File: config.mk
export PLATFORM = sky130hd
export DESIGN_NAME = qcu_clear_unit
export DESIGN_NICKNAME = d
export VERILOG_FILES = /design/src/rtl/qcu_pkg.sv /design/src/rtl/qcu_sync.sv /design/src/rtl/qcu_ctrl_reg.sv /design/src/rtl/qcu_quad_dec.sv /design/src/rtl/qcu_clear_logic.sv /design/src/rtl/qcu_clear_unit.sv
export SDC_FILE = /design/constraint.sdc
export NUM_CORES = 1
export LEC_CHECK = 0
export CAP_MARGIN = 25
export CORE_MARGIN = 2
export CORE_UTILIZATION = 45
export CTS_BUF_LIST = sky130_fd_sc_hd__clkbuf_4 sky130_fd_sc_hd__clkbuf_8
export DETAILED_ROUTE_END_ITERATION = 6
export PLACE_DENSITY = 0.76
export SLEW_MARGIN = 10
export SYNTH_ARGS = -nofsm -noshare
export SYNTH_HDL_FRONTEND = slang
export SYNTH_HIERARCHICAL = 1
export SYNTH_SLANG_ARGS = --single-unit
File: constraint.sdc
create_clock -name clk -period 1.4 [get_ports clk]
set_clock_uncertainty 0.05 [all_clocks]
set_input_delay 0.28 -clock clk [delete_from_list [all_inputs] [get_ports clk]]
set_output_delay 0.28 -clock clk [all_outputs]
set_load 0.02 [all_outputs]
File: src/rtl/qcu_pkg.sv
package qcu_pkg;
  localparam int unsigned CTL_W      = 8;
  localparam int unsigned BIT_MODE   = 7;
  localparam int unsigned BIT_LV_IDX = 6;
  localparam int unsigned BIT_LV_B   = 5;
  localparam int unsigned BIT_LV_A   = 4;
  localparam int unsigned BIT_ES_HI  = 3;
  localparam int unsigned BIT_ES_LO  = 2;

  typedef enum logic [1:0] {
    EDGE_NONE = 2'b00,
    EDGE_RISE = 2'b01,
    EDGE_FALL = 2'b10,
    EDGE_BOTH = 2'b11
  } edge_sel_e;

  // Position of a phase code {A,B} on the forward cycle 00,10,11,01
  function automatic logic [1:0] quad_pos(input logic [1:0] ab);
    case (ab)
      2'b00:   quad_pos = 2'd0;
      2'b10:   quad_pos = 2'd1;
      2'b11:   quad_pos = 2'd2;
      default: quad_pos = 2'd3;
    endcase
  endfunction
endpackage

File: src/rtl/qcu_sync.sv
module qcu_sync #(
  parameter int unsigned W      = 3,
  parameter int unsigned STAGES = 2
) (
  input  logic         clk,
  input  logic         rst_n,
  input  logic [W-1:0] d,
  output logic [W-1:0] q
);
  logic [W-1:0] stg [STAGES];

  for (genvar s = 0; s < STAGES; s++) begin : g_stage
    if (s == 0) begin : g_first
      always_ff @(posedge clk or negedge rst_n) begin
        if (!rst_n) stg[s] <= '0;
        else        stg[s] <= d;
      end
    end else begin : g_rest
      always_ff @(posedge clk or negedge rst_n) begin
        if (!rst_n) stg[s] <= '0;
        else        stg[s] <= stg[s-1];
      end
    end
  end

  assign q = stg[STAGES-1];
endmodule

File: src/rtl/qcu_ctrl_reg.sv
module qcu_ctrl_reg
  import qcu_pkg::*;
#(
  parameter int unsigned W = CTL_W,
  localparam int unsigned SEL_W = $clog2(W)
) (
  input  logic             clk,
  input  logic             rst_n,
  input  logic             wr_en,
  input  logic             wr_bit_en,
  input  logic [SEL_W-1:0] wr_bit_sel,
  input  logic [W-1:0]     wr_data,
  output logic [W-1:0]     ctrl_q
);
  logic [W-1:0] ctrl_d;
  logic         ctrl_en;

  assign ctrl_en = wr_en | wr_bit_en;

  always_comb begin
    ctrl_d = ctrl_q;
    if (wr_en) begin
      ctrl_d = wr_data;
    end else if (wr_bit_en) begin
      ctrl_d[wr_bit_sel] = wr_data[0];
    end
  end

  always_ff @(posedge clk or negedge rst_n) begin
    if (!rst_n)       ctrl_q <= '0;
    else if (ctrl_en) ctrl_q <= ctrl_d;
  end
endmodule

File: src/rtl/qcu_quad_dec.sv
module qcu_quad_dec
  import qcu_pkg::*;
(
  input  logic [1:0] ab_cur,
  input  logic [1:0] ab_prev,
  output logic       step_up,
  output logic       step_dn
);
  logic [1:0] delta;

  always_comb begin
    delta   = quad_pos(ab_cur) - quad_pos(ab_prev);
    step_up = (delta == 2'd1);
    step_dn = (delta == 2'd3);
  end
endmodule

File: src/rtl/qcu_clear_logic.sv
module qcu_clear_logic
  import qcu_pkg::*;
(
  input  logic [CTL_W-1:0] ctrl,
  input  logic [1:0]       count_dir,
  input  logic             idx_cur,
  input  logic             idx_prev,
  input  logic             a_cur,
  input  logic             b_cur,
  output logic             clr_req,
  output logic             irq_req
);
  edge_sel_e esel;
  logic      rise, fall, edge_hit, level_hit, allow;

  always_comb begin
    esel  = edge_sel_e'(ctrl[BIT_ES_HI:BIT_ES_LO]);
    rise  = idx_cur & ~idx_prev;
    fall  = ~idx_cur & idx_prev;
    allow = count_dir[1];

    case (esel)
      EDGE_RISE: edge_hit = rise;
      EDGE_FALL: edge_hit = fall;
      EDGE_BOTH: edge_hit = rise | fall;
      default:   edge_hit = 1'b0;
    endcase

    level_hit = (idx_cur == ctrl[BIT_LV_IDX]) &&
                (b_cur   == ctrl[BIT_LV_B])   &&
                (a_cur   == ctrl[BIT_LV_A]);

    if (ctrl[BIT_MODE]) begin
      clr_req = allow & level_hit;
      irq_req = 1'b0;
    end else begin
      clr_req = allow & edge_hit;
      irq_req = allow & edge_hit;
    end
  end
endmodule

File: src/rtl/qcu_clear_unit.sv
module qcu_clear_unit
  import qcu_pkg::*;
#(
  parameter int unsigned CNT_W       = 16,
  parameter int unsigned SYNC_STAGES = 2
) (
  input  logic             clk,
  input  logic             rst_n,
  input  logic             wr_en,
  input  logic             wr_bit_en,
  input  logic [2:0]       wr_bit_sel,
  input  logic [CTL_W-1:0] wr_data,
  output logic [CTL_W-1:0] rd_data,
  input  logic [1:0]       count_dir,
  input  logic             enc_a,
  input  logic             enc_b,
  input  logic             enc_idx,
  output logic [CNT_W-1:0] count,
  output logic             clr_irq
);
  localparam int unsigned NPIN = 3;

  // reset: asserted asynchronously, released on a clock edge
  logic rst_m, rst_sync_n;
  always_ff @(posedge clk or negedge rst_n) begin
    if (!rst_n) begin
      rst_m      <= 1'b0;
      rst_sync_n <= 1'b0;
    end else begin
      rst_m      <= 1'b1;
      rst_sync_n <= rst_m;
    end
  end

  logic [CTL_W-1:0] ctrl_q;
  qcu_ctrl_reg #(.W(CTL_W)) u_reg (
    .clk        (clk),
    .rst_n      (rst_sync_n),
    .wr_en      (wr_en),
    .wr_bit_en  (wr_bit_en),
    .wr_bit_sel (wr_bit_sel),
    .wr_data    (wr_data),
    .ctrl_q     (ctrl_q)
  );
  assign rd_data = ctrl_q;

  logic [NPIN-1:0] pin_s;
  qcu_sync #(.W(NPIN), .STAGES(SYNC_STAGES)) u_sync (
    .clk   (clk),
    .rst_n (rst_sync_n),
    .d     ({enc_idx, enc_b, enc_a}),
    .q     (pin_s)
  );

  logic idx_s, b_s, a_s;
  assign {idx_s, b_s, a_s} = pin_s;

  logic [NPIN-1:0] pin_p;
  always_ff @(posedge clk or negedge rst_sync_n) begin
    if (!rst_sync_n) pin_p <= '0;
    else             pin_p <= pin_s;
  end

  logic step_up, step_dn;
  qcu_quad_dec u_dec (
    .ab_cur  ({a_s, b_s}),
    .ab_prev ({pin_p[0], pin_p[1]}),
    .step_up (step_up),
    .step_dn (step_dn)
  );

  logic clr_req, irq_req;
  qcu_clear_logic u_clr (
    .ctrl      (ctrl_q),
    .count_dir (count_dir),
    .idx_cur   (idx_s),
    .idx_prev  (pin_p[2]),
    .a_cur     (a_s),
    .b_cur     (b_s),
    .clr_req   (clr_req),
    .irq_req   (irq_req)
  );

  logic [CNT_W-1:0] cnt_d;
  logic             cnt_en;

  always_comb begin
    cnt_en = clr_req | step_up | step_dn;
    if (clr_req)      cnt_d = '0;
    else if (step_up) cnt_d = count + 1'b1;
    else if (step_dn) cnt_d = count - 1'b1;
    else              cnt_d = count;
  end

  always_ff @(posedge clk or negedge rst_sync_n) begin
    if (!rst_sync_n) begin
      count   <= '0;
      clr_irq <= 1'b0;
    end else begin
      if (cnt_en) count <= cnt_d;
      clr_irq <= irq_req;
    end
  end
endmodule

# After elaboration in Yosys (flattened, before gate mapping)
# Cells that the tools add are included.
# W data, S select, Z words.
# totals
word_cells,57
output_inout_bits,25
inputBits,20
ff_bits,36
# classes
reduce_logical,9
muxes,13
bitwise_logic,10
addsub,3
order_cmp,2
eq_ne,12
# ops
operator,count
$mux W16,3
$add A16 B1 Y16 const B,1
$mux W8,2
$sub A16 B1 Y16 const B,1
$eq A2 B2 Y1 const B,7
$pmux W2 S3,2
$bwmux W8,1
$and A1 B1 Y1,4
$eq A2 B1 Y1 const B,2
$logic_not A2 Y1,2
$lt A3 B4 Y1 const B,1
$or A1 B1 Y1,4
$reduce_and A2 Y1,2
$demux W1 S3,1
$eq A1 B1 Y1,3
$ge A3 B1 Y1 const B,1
$logic_and A1 B1 Y1,3
$mux W1,3
$pmux W1 S3,1
$reduce_bool A3 Y1,1
$not A1 Y1,2
$reduce_bool A2 Y1,1
$sub A2 B2 Y2,1

# Depth between registers and ports, before layout
# Gate-level depths: netlist of the first run.
# logic_depth
depth_word,9
mapped_depth,15
mapped_depth_nobuf,14

# By module
# Netlist of the first run, hierarchy kept.
# by_module_without_submodules
module,seq_area_each_um2,n_inst,area_each_um2,cells_each
qcu_clear_unit,550.5,1,1525.2,163
qcu_ctrl_reg,200.2,1,439.2,40
qcu_sync,150.1,1,172.7,9
qcu_quad_dec,0.0,1,123.9,15
qcu_clear_logic,0.0,1,113.9,14

# Worst setup path after synthesis of the first run
# No wires, ideal clock.
# synth_timing
path_kind,reg2reg
start,reg u_sync.stg (netlist bit u_sync/q[1])
end,reg count[14]
path_slack_ps,-2096
period_less_slack_ps,3496
setup_time_ps,121
stages_incl_launch_ff,15
required_time_ps,1229
n_path_buf,2
t_arrival_ps,3325
path_cell_list,dfrtp_1 > buf_4 > ha_1 > ha_1 > xnor2_1 > mux2_1 > inv_1 > ha_1 > buf_6 > a21oi_4 > o21ai_2 > a2111oi_4 > o211ai_2 > xor2_1 > a22o_1
# synth_via
word_cells_on_any_way,18
cone_classes,add/sub: 1; eq/ne: 5; mux: 4; bitwise: 3; reduce/logical: 5
# synth_lines
element,line,rtl
from (decl),qcu_sync.sv:10,logic [W-1:0] stg [STAGES];
"from (signal, indexed assignment)",qcu_sync.sv:21,else stg[s] <= stg[s-1];
$eq A2 B2 Y1 / $logic_not A2 Y1 (equally long branches),qcu_pkg.sv:19,case (ab)
$pmux W2 S3 (*),qcu_pkg.sv:19,
$sub A2 B2 Y2 (*),qcu_quad_dec.sv:12,delta = quad_pos(ab_cur) - quad_pos(ab_prev);
$eq A2 B1 Y1 (*),qcu_quad_dec.sv:13,step_up = (delta == 2'd1);
net step_up,qcu_clear_unit.sv:64,"logic step_up, step_dn;"
$or A1 B1 Y1 (2 in series),qcu_clear_unit.sv:88,cnt_en = clr_req | step_up | step_dn;
$reduce_and A2 Y1 (no line),n/a,
to (signal assigned),qcu_clear_unit.sv:100,if (cnt_en) count <= cnt_d;
to (decl),qcu_clear_unit.sv:18,"output logic [CNT_W-1:0] count,"
# Mark *: on every way through the listed nets, which the timed path passes. The rest lies on a longest branch.
# A chain may end at the register's enable or synchronous reset.

# Worst setup path in the final report of the first run
# layout_timing
start,reg pin_p[1]
end,reg count[15]
# layout_via
elab_chain_cells,7
word_cells_on_any_way,13
cone_classes,add/sub: 1; eq/ne: 4; mux: 3; bitwise: 2; reduce/logical: 3
# layout_rtl
element,line,rtl
from (decl),qcu_clear_unit.sv:58,logic [NPIN-1:0] pin_p;
from (signal assigned),qcu_clear_unit.sv:61,else pin_p <= pin_s;
$eq A2 B2 Y1 / $logic_not A2 Y1 (equally long branches),qcu_pkg.sv:19,
$pmux W2 S3 (*),qcu_pkg.sv:19,
$sub A2 B2 Y2 (*),qcu_quad_dec.sv:12,
$eq A2 B1 Y1 (*),qcu_quad_dec.sv:13,
net step_up,qcu_clear_unit.sv:64,
$or A1 B1 Y1 (2 in series),qcu_clear_unit.sv:88,
$reduce_and A2 Y1 (no line),n/a,
# Marks and branches as above.

==> results of run 1 <==
## cells in the mapped netlist (2+ instances only)
cell type  instances
a211oi_1           3
a21o_1             3
a21oi_1           12
a22o_1             2
and4bb_1           3
buf_2              2
buf_4              3
clkbuf_1           5
dfrtp_1           36
ha_1              21
inv_1              9
mux2i_1            7
nand2_1           26
nand2b_1           5
nand4_1            3
nand4b_1           3
nor2_1            12
nor3_1             3
nor3b_1            2
o21a_1             3
o21ai_0           15
o21ai_1           14
o31ai_1            2
xnor2_1           10
xor2_1             7
## per-stage QoR
stage	instances	hold slack (ns)
5_1_grt	427	0.0629
4_1_cts	425	0.0490
6_report	427	0.0431
3_3_place_gp	411	0.0406
2_1_floorplan	241	-0.0656
3_5_place_dp	411	0.0464
## state kept, by name (all words and copies together) (netlist names)
signal and cells:
rst_sync_n 1, clr_irq 1, count 16, u_sync/q 3, u_reg/ctrl_q 8, rst_m 1
pin_p 3, u_sync/stg 3
## power by group through the flow
stage               clock network (mW)  registers (mW)  logic, mW
floorplan                            0            1.89       3.03
global placement                     0            1.54       5.64
CTS                              0.925            1.54       6.00
finish                           0.916            1.59       6.81
global route                     0.980            1.62       7.39
detailed placement                   0            1.56       5.75
## layer usage
layer / vias to the layer above / global-route usage, % / wire (um)
met5: - / 0 / 0
li1: 1086 / - / -
met1: 1131 / 30.2 / 3010
met2: 68 / 40.4 / 3480
met3: 23 / 3.32 / 259
met4: 0 / 5.82 / 201
## logic make-up after synthesis
group,after synthesis,synth area share [%]
and+or+nand+nor,66,14.9
adders and majority gates,22,11.9
muxes,10,4.53
xor gates and xnor gates,17,6.27
other,1,0.158
AOI/OAI and AO/OA,69,20.3
buffers and inverters,20,4.06
DFF,36,37.9
## cell type report
cell class	count	area (um^2)	area share, %
sequential	36	902	23.3
multi-input combinational	185	1720	44.4
timing repair buffer	119	1010	26.2
tap	70	87.6	2.26
clock inverter	2	35.0	0.906
clock buffer	6	76.3	1.97
inverter	9	37.5	0.971
## repair_timing
| item | in CTS | in global routing |
|---|---|---|
| buffers inserted | 6 | 5 |
| resized for setup | 103 | 55 |
| pin swaps | 5 | 10 |
| setup endpoints to repair | 42 | 32 |
## worst max-delay path: cells and delay by family (launching register included)
family	cells	cell delay, ns
AOI/OAI and AO/OA	2	0.62
muxes	1	0.19
adders and majority gates	3	0.85
buffers and inverters	4	0.43
DFF	1	0.42
and+or+nand+nor	3	0.41
## cell usage in the layout (no fill, tap or decap), drive strengths merged, types with 5 or more instances in the layout
cell / instances
xor2: 7
ha: 21
nand2b: 5
clkbuf: 6
inv: 8
dlygate4sd2: 5
o21ai: 30
clkdlybuf4s50: 15
nand2: 26
a21oi: 14
nor2: 13
mux2i: 7
buf: 96
xnor2: 10
dfrtp: 36
## final timing paths
path	start	end	slack [ns]
hold / removal	rst_sync_n	u_reg/ctrl_q[7]	0.04
setup / recovery	pin_p[1]	count[15]	-1.69
min in group clk	u_sync/stg[5]	u_sync/q[2]	0.30
max in group asynchronous	rst_sync_n	count[1]	0.82
setup reg to reg	pin_p[1]	count[15]	-1.69
hold reg to reg	rst_sync_n	u_reg/ctrl_q[7]	0.04
==> metrics.cfg, run 1 <==
[outcome]
status=finished with violations
failed_checks=negative setup slack

[layout]
drive_gt1_share_pct=44.5
fin_util_pct=75.7
design_area_um2=3870
areaGrowthSynthToFinish_pct=62.9
final_net_count=398
nFillCells=345
diodes=0

[global_route]
grt_pass1_vias=2339
grt_max_degree=31
antenna_found_initial=0
track_usage_pct=23.1
grt-ovfl-total=0
grt_first_pass_wirelength_mm=11.0

[critical_path]
crit_fanout=13
crit_chain=ha_4 > inv_2 > ha_4 > nor3_4 > mux2_4 > clkinvlp_4 > buf_12 > buf_4 > ha_4 > nand4_1 > o41a_1 > o21ai_0 > nand2b_1
cp_slowest_cell=o41a_1
worst-setup-path-type=reg -> reg
cp-start-kind=flip-flop
arrival_ns=3.22
worstSetupEndpointType=flip-flop
crit_required_ns=1.53
ff2ff_path_depth=13
cp_common_cell=ha_4
slowest_delay_ns=0.51

[placed_design]
hpwl_mm=4.51
portBuffers=43
gp_congestion=0.887
post-place-ws_ns=-1.69
placed_cell_area_um2=3480

[cts]
cts-buffers-inserted=5
cts_tree=done
cts-htree-levels=2
clkSinkCount=36
clk_latency_ns=0.28
cts.reportedPaths.clkPinSlew_ns=0.08
cts_max_path_buffers=2
cts_root_buffer=clkbuf_8
postCtsHoldBufs=0

[power]
combPwrFrac_pct=73.1
seq_power_share_pct=17.1
power_frac_clock_pct=9.8
p_sw_share_pct=42.4
p_int_mw=5.36
power.total_mw=9.31
ir_worst_vdd_mv=1.42
power_leakage_nw=1.79
power_density_nw_per_um2=2410
switchingPower_mw=3.95

[drt]
drtPass1Iterations=4
via_per_inst=5.41
ant_nets=0
wl_per_cell_um=16.3
finalWirelength_mm=6.95
drc_errors=0
drt_iter0_drc=93
vias=2308

[logic_synthesis]
async_flop_share_pct=100
synth_cell_types=55
yosysTopAreaCellShare_pct=37.9
ys_seq_area_share_pct=37.9
synth_cells=241
ys_ff_latch=36
synth_area_um2=2370
synthFlopType=dfrtp_1
avgSynthCellArea_um2=9.85
synth_area_leaders=dfrtp_1 (38%), ha_1 (11%), nand2_1 (4.1%)
yosysWarnings=6
yosysTopAreaCell=dfrtp_1
synth-edff-count=0
syn-num-nets=283

[sta]
timing.final.crit_share_pct=221
drv_slew=0
fmax_mhz=323
hold_viol=0
period_minus_slack_ns=3.09
setup_viol_count_final=16
rsz0062_at_grt=true
setup_tns_ns=-23.41
setup_ws_ns=-1.69

[run]
cap_violations=0

[min_path]
hold_class=reg -> async

[floorplan]
placementRows=26
die_x_um=76.6
core_um2=5110
initial_core_util_pct=46.5
io_pins=45
die-area_um2=5870
die-height_um=76.6

Power figures use the tool's default switching activity.
==> run 2, diff against run 1 <==
--- a/config.mk
+++ b/config.mk
@@ -6,7 +6,6 @@
 export NUM_CORES = 1
 export LEC_CHECK = 0
 export CAP_MARGIN = 25
-export CORE_MARGIN = 2
 export CORE_UTILIZATION = 45
 export CTS_BUF_LIST = sky130_fd_sc_hd__clkbuf_4 sky130_fd_sc_hd__clkbuf_8
 export DETAILED_ROUTE_END_ITERATION = 6
==> run 2 against run 1 <==
The run still ends with negative setup slack left. Via count grew 3.7%. Flip-flop and latch count is the same. Core utilization grew 1.3 points. Critical path depth grew 1. First-iteration DRC count grew 120%. Design area grew 1.7%. Routed wire length grew 10%. Fmax shrank 3.3%. Sequential share of layout area shrank 0.36 points. Global-route usage grew 1.3 points. Count of clock-buffer cells in the layout grew 1. Largest cell class unchanged. Highest routed layer unchanged.
==> metrics.cfg, run 2 (synthesis results as in run 1) <==
[floorplan]
die_x_um=74.6  ; was 76.6 um
initial_core_util_pct=46.5  ; unchanged
placementRows=26  ; unchanged
io_pins=45  ; unchanged
die-height_um=74.6  ; was 76.6 um
die-area_um2=5570  ; was 5870 um^2
core_um2=5110  ; unchanged

[layout]
stdcell_count=435  ; was 427
reg_top3=count (16), u_reg/ctrl_q (8)  ; unchanged
largest-register=count  ; unchanged
diodes=0  ; unchanged
drive_gt1_share_pct=49.0  ; was 44.5%
layout_commonest_cell=buf_4  ; unchanged
final_net_count=406  ; was 398
areaGrowthSynthToFinish_pct=65.6  ; was 62.9%
largest_register_ff_count=16  ; unchanged
final_cell_mix=buf_4 (78), dfrtp_1 (34), nand2_1 (25)  ; was buf_4 (63), dfrtp_1 (35), nand2_1 (25)

[outcome]
status=finished with violations  ; unchanged
failed_checks=negative setup slack  ; unchanged

[min_path]
hold_class=reg -> async  ; unchanged

[critical_path]
arrival_ns=3.33  ; was 3.22 ns
cp_slowest_cell=dfrtp_1  ; was o41a_1
worst-setup-path-type=reg -> reg  ; unchanged
slowest_delay_ns=0.41  ; was 0.51 ns
worstSetupEndpointType=flip-flop  ; unchanged
cp-start-kind=flip-flop  ; unchanged
critPathLaunch=u_sync/q[0]  ; was pin_p[1]
crit_required_ns=1.54  ; was 1.53 ns
crit_chain=inv_2 > ha_4 > ha_4 > nor3_4 > mux2_4 > clkinvlp_4 > clkbuf_16 > fa_2 > a211oi_4 > o21ai_2 > a21boi_2 > o21ai_1 > xnor2_1 > o21ai_1  ; was ha_4 > inv_2 > ha_4 > nor3_4 > mux2_4 > clkinvlp_4 > buf_12 > buf_4 > ha_4 > nand4_1 > o41a_1 > o21ai_0 > nand2b_1
crit_fanout=7  ; was 13
regToRegStartpoint=u_sync/q[0]  ; was pin_p[1]

[placed_design]
post-place-ws_ns=-1.68  ; was -1.69 ns
hpwl_mm=4.52  ; was 4.51 mm
placed_cells=414  ; was 411
portBuffers=43  ; unchanged
gp_congestion=0.854  ; was 0.887

[cts]
cts.reportedPaths.clkPinSlew_ns=0.09  ; was 0.08 ns
clkSinkCount=36  ; unchanged
cts_tree=done  ; unchanged
cts_max_path_buffers=2  ; unchanged
clk_latency_ns=0.30  ; was 0.28 ns
cts-htree-levels=2  ; unchanged
cts-buffers-inserted=5  ; unchanged
cts_root_buffer=clkbuf_8  ; unchanged

[sta]
rsz0062_at_grt=true  ; unchanged
holdWs_ns=0.0248  ; was 0.0431 ns
fmax_mhz=313  ; was 323 MHz
timing.final.crit_share_pct=228  ; was 221%
setup_tns_ns=-25.00  ; was -23.41 ns
setup_viol_count_final=17  ; was 16
hold_viol=0  ; unchanged
setup_ws_ns=-1.80  ; was -1.69 ns
drv_slew=0  ; unchanged
period_minus_slack_ns=3.20  ; was 3.09 ns

[drt]
via_per_inst=5.50  ; was 5.41
finalWirelength_mm=7.66  ; was 6.95 mm
wl_per_cell_um=17.6  ; was 16.3 um
ant_nets=0  ; unchanged
drc_errors=0  ; unchanged
drtPass1Iterations=4  ; unchanged
drt_iter0_drc=209  ; was 93
vias=2394  ; was 2308

[power]
switchingPower_mw=4.32  ; was 3.95 mW
ir_worst_vdd_mv=1.47  ; was 1.42 mV
p_sw_share_pct=44.1  ; was 42.4%
combPwrFrac_pct=75.4  ; was 73.1%
power_frac_clock_pct=8.3  ; was 9.8%
seq_power_share_pct=16.4  ; was 17.1%
power_density_nw_per_um2=2490  ; was 2410 nW/um^2
power_leakage_nw=1.78  ; was 1.79 nW
p_int_mw=5.48  ; was 5.36 mW

[global_route]
grt_pass1_vias=2184  ; was 2339
antenna_found_initial=0  ; unchanged
grt-ovfl-total=0  ; unchanged
track_usage_pct=24.5  ; was 23.1%
grt_first_pass_wirelength_mm=10.2  ; was 11.0 mm
grt_max_degree=32  ; was 31

[run]
cap_violations=0  ; unchanged

[run 2: routing by layer]
metal | vias up | track usage, % | part of all wire (%)
li1 | 1103 | - | -
met5 | - | 0 | 0
met3 | 21 | 4.28 | 5.2
met4 | 0 | 6.50 | 3.0
met1 | 1179 | 34.2 | 42
met2 | 91 | 39.2 | 49
[run 2: repair_timing]
item / 4_1_cts / 5_1_grt
gates cloned: 0 / 1
setup buffers: 5 / 10
gates resized for setup: 102 / 57
pin swaps: 3 / 33
setup endpoints to repair: 41 / 24
hold buffers: 0 / 0
[run 2: per-stage QoR]
step                      total power, mW  utilization [%]  cell area (um^2)
after floorplan                      4.92                -              2480
after detailed placement             7.36             68.3              3490
after global routing                 10.4             77.0              3930
final                                9.80             77.0              3930
after CTS                            8.28             70.6              3610
after global placement               7.24             68.3              3490
[run 2: final cells by class]
class                           count  area, um^2
Tap cell                           70        87.6
Multi-Input combinational cell    185        1770
Clock inverter                      1        7.51
Clock buffer                        7        90.1
Fill cell                         320        1170
Sequential cell                    36         903
Timing Repair Buffer              127        1030
Inverter                            9        37.5
[run 2: worst paths after layout]
check,depth (start not counted),slack [ns],to
max,14,-1.80,count[12]
min,0,0.02,u_reg/ctrl_q[0]
max reg2reg,14,-1.80,count[12]
min reg2reg,0,0.02,u_reg/ctrl_q[0]
max in group asynchronous,1,0.85,u_sync/q[1]
min in group clk,0,0.30,u_sync/q[2]
[run 2: power groups by stage]
stage	logic, mW	clock network (mW)	registers (mW)
3_3_place_gp	5.71	0	1.54
3_5_place_dp	5.82	0	1.55
2_1_floorplan	3.03	0	1.89
6_report	7.39	0.810	1.60
4_1_cts	5.93	0.830	1.53
5_1_grt	7.87	0.867	1.63
[run 2: worst max-delay path, delay by kind of cell, from the launching register on]
kind / cells / cell delay [ns]
buffers and inverters: 3 / 0.43
AND/OR/NAND/NOR: 1 / 0.19
adder cells (fa/ha/maj): 3 / 0.83
XOR/XNOR: 1 / 0.15
flip-flops: 1 / 0.41
AO/OA/AOI/OAI: 5 / 0.81
multiplexers: 1 / 0.20
